<file path="src/rtl/fan_ctrl_pkg.sv">
`timescale 1ns/1ps
package fan_ctrl_pkg;
  localparam int REG_W      = 16;
  localparam int DUTY_W     = 8;
  localparam int PWM_STEPS  = 255;
  localparam int SEC_PER_MIN = 60;
  localparam logic [REG_W-1:0] SPEED_MAX = 16'hFFFF;

  typedef enum logic {
    SEL_DUTY  = 1'b0,
    SEL_SPEED = 1'b1
  } reg_sel_e;
endpackage

</file>
<file path="src/rtl/fan_pwm_gen.sv">
`timescale 1ns/1ps
module fan_pwm_gen
  import fan_ctrl_pkg::*;
#(
  parameter int PRESCALE = 31
) (
  input  logic              clk,
  input  logic              rst_n,
  input  logic [DUTY_W-1:0] duty,
  output logic              pwm_out
);
  localparam logic [DUTY_W-1:0] PHASE_LAST = DUTY_W'(PWM_STEPS - 1);

  logic              step;
  logic [DUTY_W-1:0] phase;

  generate
    if (PRESCALE <= 1) begin : g_no_div
      assign step = 1'b1;
    end else begin : g_div
      localparam int PS_W = $clog2(PRESCALE);
      logic [PS_W-1:0] ps_cnt;
      always_ff @(posedge clk or negedge rst_n) begin
        if (!rst_n)                               ps_cnt <= '0;
        else if (ps_cnt == PS_W'(PRESCALE - 1))   ps_cnt <= '0;
        else                                      ps_cnt <= ps_cnt + 1'b1;
      end
      assign step = (ps_cnt == PS_W'(PRESCALE - 1));
    end
  endgenerate

  always_ff @(posedge clk or negedge rst_n) begin
    if (!rst_n)                 phase <= '0;
    else if (step) begin
      if (phase == PHASE_LAST)  phase <= '0;
      else                      phase <= phase + 1'b1;
    end
  end

  assign pwm_out = (phase < duty);

  a_r3_phase_range: assert property (@(posedge clk) disable iff (!rst_n)
    phase != 8'hFF);
  a_r3_zero_low: assert property (@(posedge clk) disable iff (!rst_n)
    (duty == 8'h00) |-> !pwm_out);
  a_r3_full_high: assert property (@(posedge clk) disable iff (!rst_n)
    (duty == 8'hFF) |-> pwm_out);
endmodule

</file>
<file path="src/rtl/fan_tach_sync.sv">
`timescale 1ns/1ps
module fan_tach_sync (
  input  logic clk,
  input  logic rst_n,
  input  logic tach_in,
  output logic tach_rise
);
  logic meta_q, sync_q, prev_q;

  always_ff @(posedge clk or negedge rst_n) begin
    if (!rst_n) begin
      meta_q <= 1'b0;
      sync_q <= 1'b0;
      prev_q <= 1'b0;
    end else begin
      meta_q <= tach_in;
      sync_q <= meta_q;
      prev_q <= sync_q;
    end
  end

  assign tach_rise = sync_q & ~prev_q;

  a_r4_single_rise: assert property (@(posedge clk) disable iff (!rst_n)
    tach_rise |=> !tach_rise);
endmodule

</file>
<file path="src/rtl/fan_rpm_meter.sv">
`timescale 1ns/1ps
module fan_rpm_meter
  import fan_ctrl_pkg::*;
#(
  parameter int GATE_CYCLES    = 200_000_000,
  parameter int PULSES_PER_REV = 2
) (
  input  logic             clk,
  input  logic             rst_n,
  input  logic             tach_rise,
  output logic [REG_W-1:0] rpm
);
  localparam int GATE_W = (GATE_CYCLES > 2) ? $clog2(GATE_CYCLES) : 1;
  localparam int CNT_W  = $clog2(GATE_CYCLES + 1);
  localparam int PROD_W = (CNT_W + 6 > REG_W + 1) ? CNT_W + 6 : REG_W + 1;

  logic [GATE_W-1:0] gate_cnt;
  logic              gate_end;
  logic [CNT_W-1:0]  pulse_cnt;
  logic [CNT_W-1:0]  total;
  logic [PROD_W-1:0] prod, quot;
  logic [REG_W-1:0]  rpm_next;

  assign gate_end = (gate_cnt == GATE_W'(GATE_CYCLES - 1));

  always_ff @(posedge clk or negedge rst_n) begin
    if (!rst_n)        gate_cnt <= '0;
    else if (gate_end) gate_cnt <= '0;
    else               gate_cnt <= gate_cnt + 1'b1;
  end

  assign total = pulse_cnt + CNT_W'(tach_rise);
  assign prod  = PROD_W'(total) * PROD_W'(SEC_PER_MIN);
  assign quot  = prod / PROD_W'(PULSES_PER_REV);
  assign rpm_next = (quot > PROD_W'(SPEED_MAX)) ? SPEED_MAX : quot[REG_W-1:0];

  always_ff @(posedge clk or negedge rst_n) begin
    if (!rst_n) begin
      pulse_cnt <= '0;
      rpm       <= '0;
    end else if (gate_end) begin
      pulse_cnt <= '0;
      rpm       <= rpm_next;
    end else begin
      pulse_cnt <= total;
    end
  end

  a_r7_hold_between_windows: assert property (@(posedge clk) disable iff (!rst_n)
    !gate_end |=> $stable(rpm));
  a_r5_count_restart: assert property (@(posedge clk) disable iff (!rst_n)
    gate_end |=> (pulse_cnt == '0));
  a_r6_saturate: assert property (@(posedge clk) disable iff (!rst_n)
    (gate_end && quot > PROD_W'(SPEED_MAX)) |=> (rpm == SPEED_MAX));
endmodule

</file>
<file path="src/rtl/fan_speed_ctrl.sv">
`timescale 1ns/1ps
module fan_speed_ctrl
  import fan_ctrl_pkg::*;
#(
  parameter int GATE_CYCLES    = 200_000_000,
  parameter int PULSES_PER_REV = 2,
  parameter int PRESCALE       = 31
) (
  input  logic        clk,
  input  logic        rst_n,
  input  logic        bus_ce,
  input  logic        bus_we,
  input  logic        bus_addr,
  input  logic [15:0] bus_wdata,
  output logic [15:0] bus_rdata,
  input  logic        tach_in,
  output logic        pwm_out
);
  logic [DUTY_W-1:0] duty_q;
  logic [REG_W-1:0]  speed;
  logic              tach_rise;
  logic              wr_duty, rd_any;
  reg_sel_e          sel;

  assign sel     = reg_sel_e'(bus_addr);
  assign wr_duty = bus_ce && bus_we && (sel == SEL_DUTY);
  assign rd_any  = bus_ce && !bus_we;

  always_ff @(posedge clk or negedge rst_n) begin
    if (!rst_n)       duty_q <= '0;
    else if (wr_duty) duty_q <= bus_wdata[DUTY_W-1:0];
  end

  always_ff @(posedge clk or negedge rst_n) begin
    if (!rst_n) bus_rdata <= '0;
    else if (rd_any) begin
      if (sel == SEL_DUTY) bus_rdata <= {{(REG_W-DUTY_W){1'b0}}, duty_q};
      else                 bus_rdata <= speed;
    end
  end

  fan_pwm_gen #(.PRESCALE(PRESCALE)) u_pwm (
    .clk(clk), .rst_n(rst_n), .duty(duty_q), .pwm_out(pwm_out)
  );

  fan_tach_sync u_sync (
    .clk(clk), .rst_n(rst_n), .tach_in(tach_in), .tach_rise(tach_rise)
  );

  fan_rpm_meter #(.GATE_CYCLES(GATE_CYCLES), .PULSES_PER_REV(PULSES_PER_REV)) u_meter (
    .clk(clk), .rst_n(rst_n), .tach_rise(tach_rise), .rpm(speed)
  );

  a_r1_duty_write: assert property (@(posedge clk) disable iff (!rst_n)
    (bus_ce && bus_we && !bus_addr) |=> (duty_q == $past(bus_wdata[7:0])));
  a_r8_ro_ignored: assert property (@(posedge clk) disable iff (!rst_n)
    !(bus_ce && bus_we && !bus_addr) |=> $stable(duty_q));
  a_r2_rdata_hold: assert property (@(posedge clk) disable iff (!rst_n)
    !(bus_ce && !bus_we) |=> $stable(bus_rdata));
  a_r2_duty_read: assert property (@(posedge clk) disable iff (!rst_n)
    (bus_ce && !bus_we && !bus_addr) |=> (bus_rdata[15:8] == 8'h00));
endmodule

</file>
<file path="config.mk">
export PLATFORM = sky130hd
export DESIGN_NAME = fan_speed_ctrl
export DESIGN_NICKNAME = d
export VERILOG_FILES = /design/src/rtl/fan_ctrl_pkg.sv /design/src/rtl/fan_pwm_gen.sv /design/src/rtl/fan_tach_sync.sv /design/src/rtl/fan_rpm_meter.sv /design/src/rtl/fan_speed_ctrl.sv
export SDC_FILE = /design/constraint.sdc
export NUM_CORES = 1
export LEC_CHECK = 0
export ABC_CLOCK_PERIOD_IN_PS = 13900
export BUFFER_PORTS_ARGS = -buffer_cell sky130_fd_sc_hd__buf_4
export CORE_AREA = 2 2 116 118
export DETAILED_ROUTE_END_ITERATION = 16
export DIE_AREA = 0 0 118 120
export HOLD_SLACK_MARGIN = 0.1
export PLACE_DENSITY_LB_ADDON = 0.12
export SYNTH_ARGS = -nofsm -noshare
export SYNTH_HDL_FRONTEND = slang
export SYNTH_HIERARCHICAL = 1
export SYNTH_SLANG_ARGS = --single-unit
</file>
<file path="constraint.sdc">
create_clock -name clk -period 13.9 [get_ports clk]
set_clock_uncertainty 0.15 [all_clocks]
set_input_delay 1.39 -clock clk [delete_from_list [all_inputs] [get_ports clk]]
set_output_delay 1.39 -clock clk [all_outputs]
set_load 0.02 [all_outputs]
</file>
==> summary.txt <==
hold_sp: u_sync/meta_q
met1 Usage GRT: 33.4%
Tightest Pin Transition: 1090 ps
total CTS buffers: 9
core footprint: 13000 µm²
main combinational cell family by area after synthesis: adder cells
RSZ-0062 raised after global routing: false
1st-iter DRT viols: 505
Synth Warn #: 6
Leakage Power: 4.38 nW
Syn-to-layout area delta: 6.81%
Adder-Cell Fraction of Synth Area: 17.3%
GR Overflow Total: 0
worst skew pair latency: 350 ps
CP Data Arrival Time: 6750 ps
Synth Net Count: 1008
Post-Syn Instances: 899
#FFs+latches synth: 112
Avg Vias per Cell: 5.90
Max Root-Sink Buffers: 2
M2 GR Usage: 45.2%
total power: 1.18 mW
Worst R2R End: u_meter/rpm[1]
final WL: 17.4 mm
hold buffers post-CTS: 0
Hold Path Sink: u_sync/sync_q
WL per Instance: 15.9 µm
outcome: finished, final reports clean
worst r2r src: u_sync/prev_q
first-pass GRT wire length: 29.6 mm
vias in the first global route: 6384
vias: 6460
largest net degree at the start of global routing: 58
Worst EP required: 13980 ps
Slew HR: 27.3%
multiplexer area fraction after synthesis: 4.60%
Die ar.: 14200 µm²
Final nets: 1023
Top Usage Layer GRT: met2
predominant post-synthesis flop cell: dfrtp_1
initial antenna violation count: 0
DRC viols: 0
Slew Limit Fails: 0
Worst Setup Start Kind: flip-flop
R2R Setup Slk: 7230 ps
post-DP HPWL: 13.7 mm
GR Util All Layers: 25.6%
CTS resizes: 0
Hold Crit Class: flip-flop to flip-flop
Peak VDD IR: 0.121 mV
number of I/O pins: 39
setup bufs post-CTS: 0
Worst Setup End Kind: flip-flop
CP Max Fanout: 16
sequential cell area fraction in the yosys report: 32.5%
die width: 118 µm
Root Driver: clkbuf_16
Final ANT Viol Nets: 0
CTS Sinks: 112
die height: 120 µm
setup TNS: 0 ps
Syn Area/Cell: 9.59 µm²
buffers added on ports: 30
Synth Area in Simple Gates: 16.2%
Min-Delay Path Depth: 0
Yosys cell types: 79
Clock transition at path regs: 70 ps
fraction of synthesized cell area in xor and xnor cells: 10.0%
Final setup viols: 0
Pre-Repair DR Iteration Count: 5
fmax: 0.150 GHz
Hold Vio Cnt, Final: 0
reg2reg path depth: 24
asr flop ratio synth: 100%
antenna cells: 0
GPL Wtd Cong: 0.954
num rows: 42
EDFF count, synth: 0
initial core utilization: 66.4%
Max-cap violations: 0
Period minus WS final: 6670 ps
CTS tree: done
H-tree depth reported by CTS: 3
layout cell share with drive strength beyond 1: 11.0%
post-synthesis compound-gate area fraction: 12.8%
Crit Path Class: flip-flop to flip-flop
GR Layer Usage met3: 3.61%
Synth Cell Area: 8620 µm²
PD cells: 128 nW/µm²
Final Cycle Share: 48.0%
-- cells in the mapped netlist, types with 6 or more instances --
library cell	number	area [µm²]
dfrtp_1	112	2800
inv_1	103	387
nor2_1	78	293
nand2_1	65	244
xnor2_1	60	526
ha_1	53	663
xor2_1	37	324
fa_1	34	681
nand3_1	34	170
a21oi_1	32	160
mux2_2	21	236
nand4_1	20	125
o22a_1	16	140
maj3_1	15	150
o21ai_0	15	75.1
and3_1	14	87.6
clkbuf_1	12	45.0
mux2i_1	10	100
nor3_1	10	50.1
nor2b_1	9	56.3
o21a_1	9	67.6
a21o_1	8	60.1
buf_2	8	40.0
and4_1	7	61.3
a21oi_2	6	52.6
a31oi_1	6	37.5
o21ai_1	6	30.0
-- placed cells by master, fill, tap and decap left out, types with 15 or more instances in the layout --
cell | synthesis | routed
a21oi_1 | 32 | 32
buf_4 | 3 | 33
dfrtp_1 | 112 | 112
fa_1 | 34 | 34
ha_1 | 53 | 53
inv_1 | 103 | 103
maj3_1 | 15 | 15
mux2_2 | 21 | 21
nand2_1 | 65 | 65
nand3_1 | 34 | 34
nand4_1 | 20 | 20
nor2_1 | 78 | 78
o21ai_0 | 15 | 15
o22a_1 | 16 | 16
xnor2_1 | 60 | 60
xor2_1 | 37 | 37
-- sequential cells by signal, indices dropped and copies added (netlist names), 5 cells and up --
name,cells
u_meter/gate_cnt,28
u_meter/pulse_cnt,28
bus_rdata,16
u_meter/rpm,16
duty_q,8
u_pwm/phase,8
u_pwm/g_div.ps_cnt,5
-- metrics by stage --
| step | setup slack [ps] | hold slack [ps] | utilization [%] | std cells | area [µm²] |
|---|---|---|---|---|---|
| 2_1_floorplan | 8160 | 181 | - | 899 | 8620 |
| 3_3_place_gp | 7400 | 188 | 68.7 | 1079 | 8920 |
| 3_5_place_dp | 7300 | 192 | 68.7 | 1079 | 8920 |
| 4_1_cts | 7260 | 208 | 70.9 | 1095 | 9210 |
| 5_1_grt | 6630 | 220 | 70.9 | 1095 | 9210 |
| 6_report | 7230 | 206 | 70.9 | 1095 | 9210 |
-- power breakdown --
group	internal [mW]	switching, mW
clock	0.133	0.119
sequential	0.343	0.0130
combinational	0.257	0.317
total	0.733	0.448
-- worst max-delay path, stage by stage (launching register included) --
cell      delay [ps]
dfrtp_1          400
nor2b_4          150
ha_1             220
and4_1           280
nand4_1          180
nor2_1           220
and2_1           190
nor2b_1          340
nand3_1          150
xor2_1           360
inv_1            190
fa_1             560
inv_1             50
fa_1             500
inv_1             40
ha_1             410
a211oi_1         260
nor2_1            80
o41ai_1          380
nand2b_1         140
a221oi_1         280
nand4_1          190
nor4_4           220
nand4_4          300
o22a_1           290
-- layout make-up --
type,instances,area [µm²]
Timing Repair Buffer,33,248
Sequential cell,112,2800
Multi-Input combinational cell,655,5260
Clock buffer,11,253
Inverter,103,387
Clock inverter,5,37.5
Fill cell,1039,3770
Tap cell,176,220
-- cell families (layout without fill, tap and decap cells) --
logic type,Yosys count,in the layout
mux,35,35
compound gates,148,148
buf+inv,132,152
flops,112,112
simple gates,272,272
fa+ha+maj,102,102
xor+xnor,98,98
-- worst max path at each step --
stage / from / end / slack [ps] / cells past startpoint
after floorplan: u_sync/prev_q / u_meter/rpm[10] / 8160 / 25
after global placement: u_sync/prev_q / u_meter/rpm[2] / 7400 / 24
after detailed placement: u_sync/prev_q / u_meter/rpm[1] / 7300 / 24
after CTS: u_sync/prev_q / u_meter/rpm[1] / 7260 / 24
after global routing: u_sync/sync_q / u_meter/rpm[1] / 6630 / 24
final: u_sync/prev_q / u_meter/rpm[1] / 7230 / 24
-- per-layer routing --
| layer | part of all wire (%) | wire length, µm |
|---|---|---|
| met4 | 1.2 | 215 |
| met1 | 44 | 7570 |
| met3 | 3.5 | 606 |
| met2 | 52 | 8970 |
| met5 | 0 | 0 |
(Power assumes the default switching activity.)
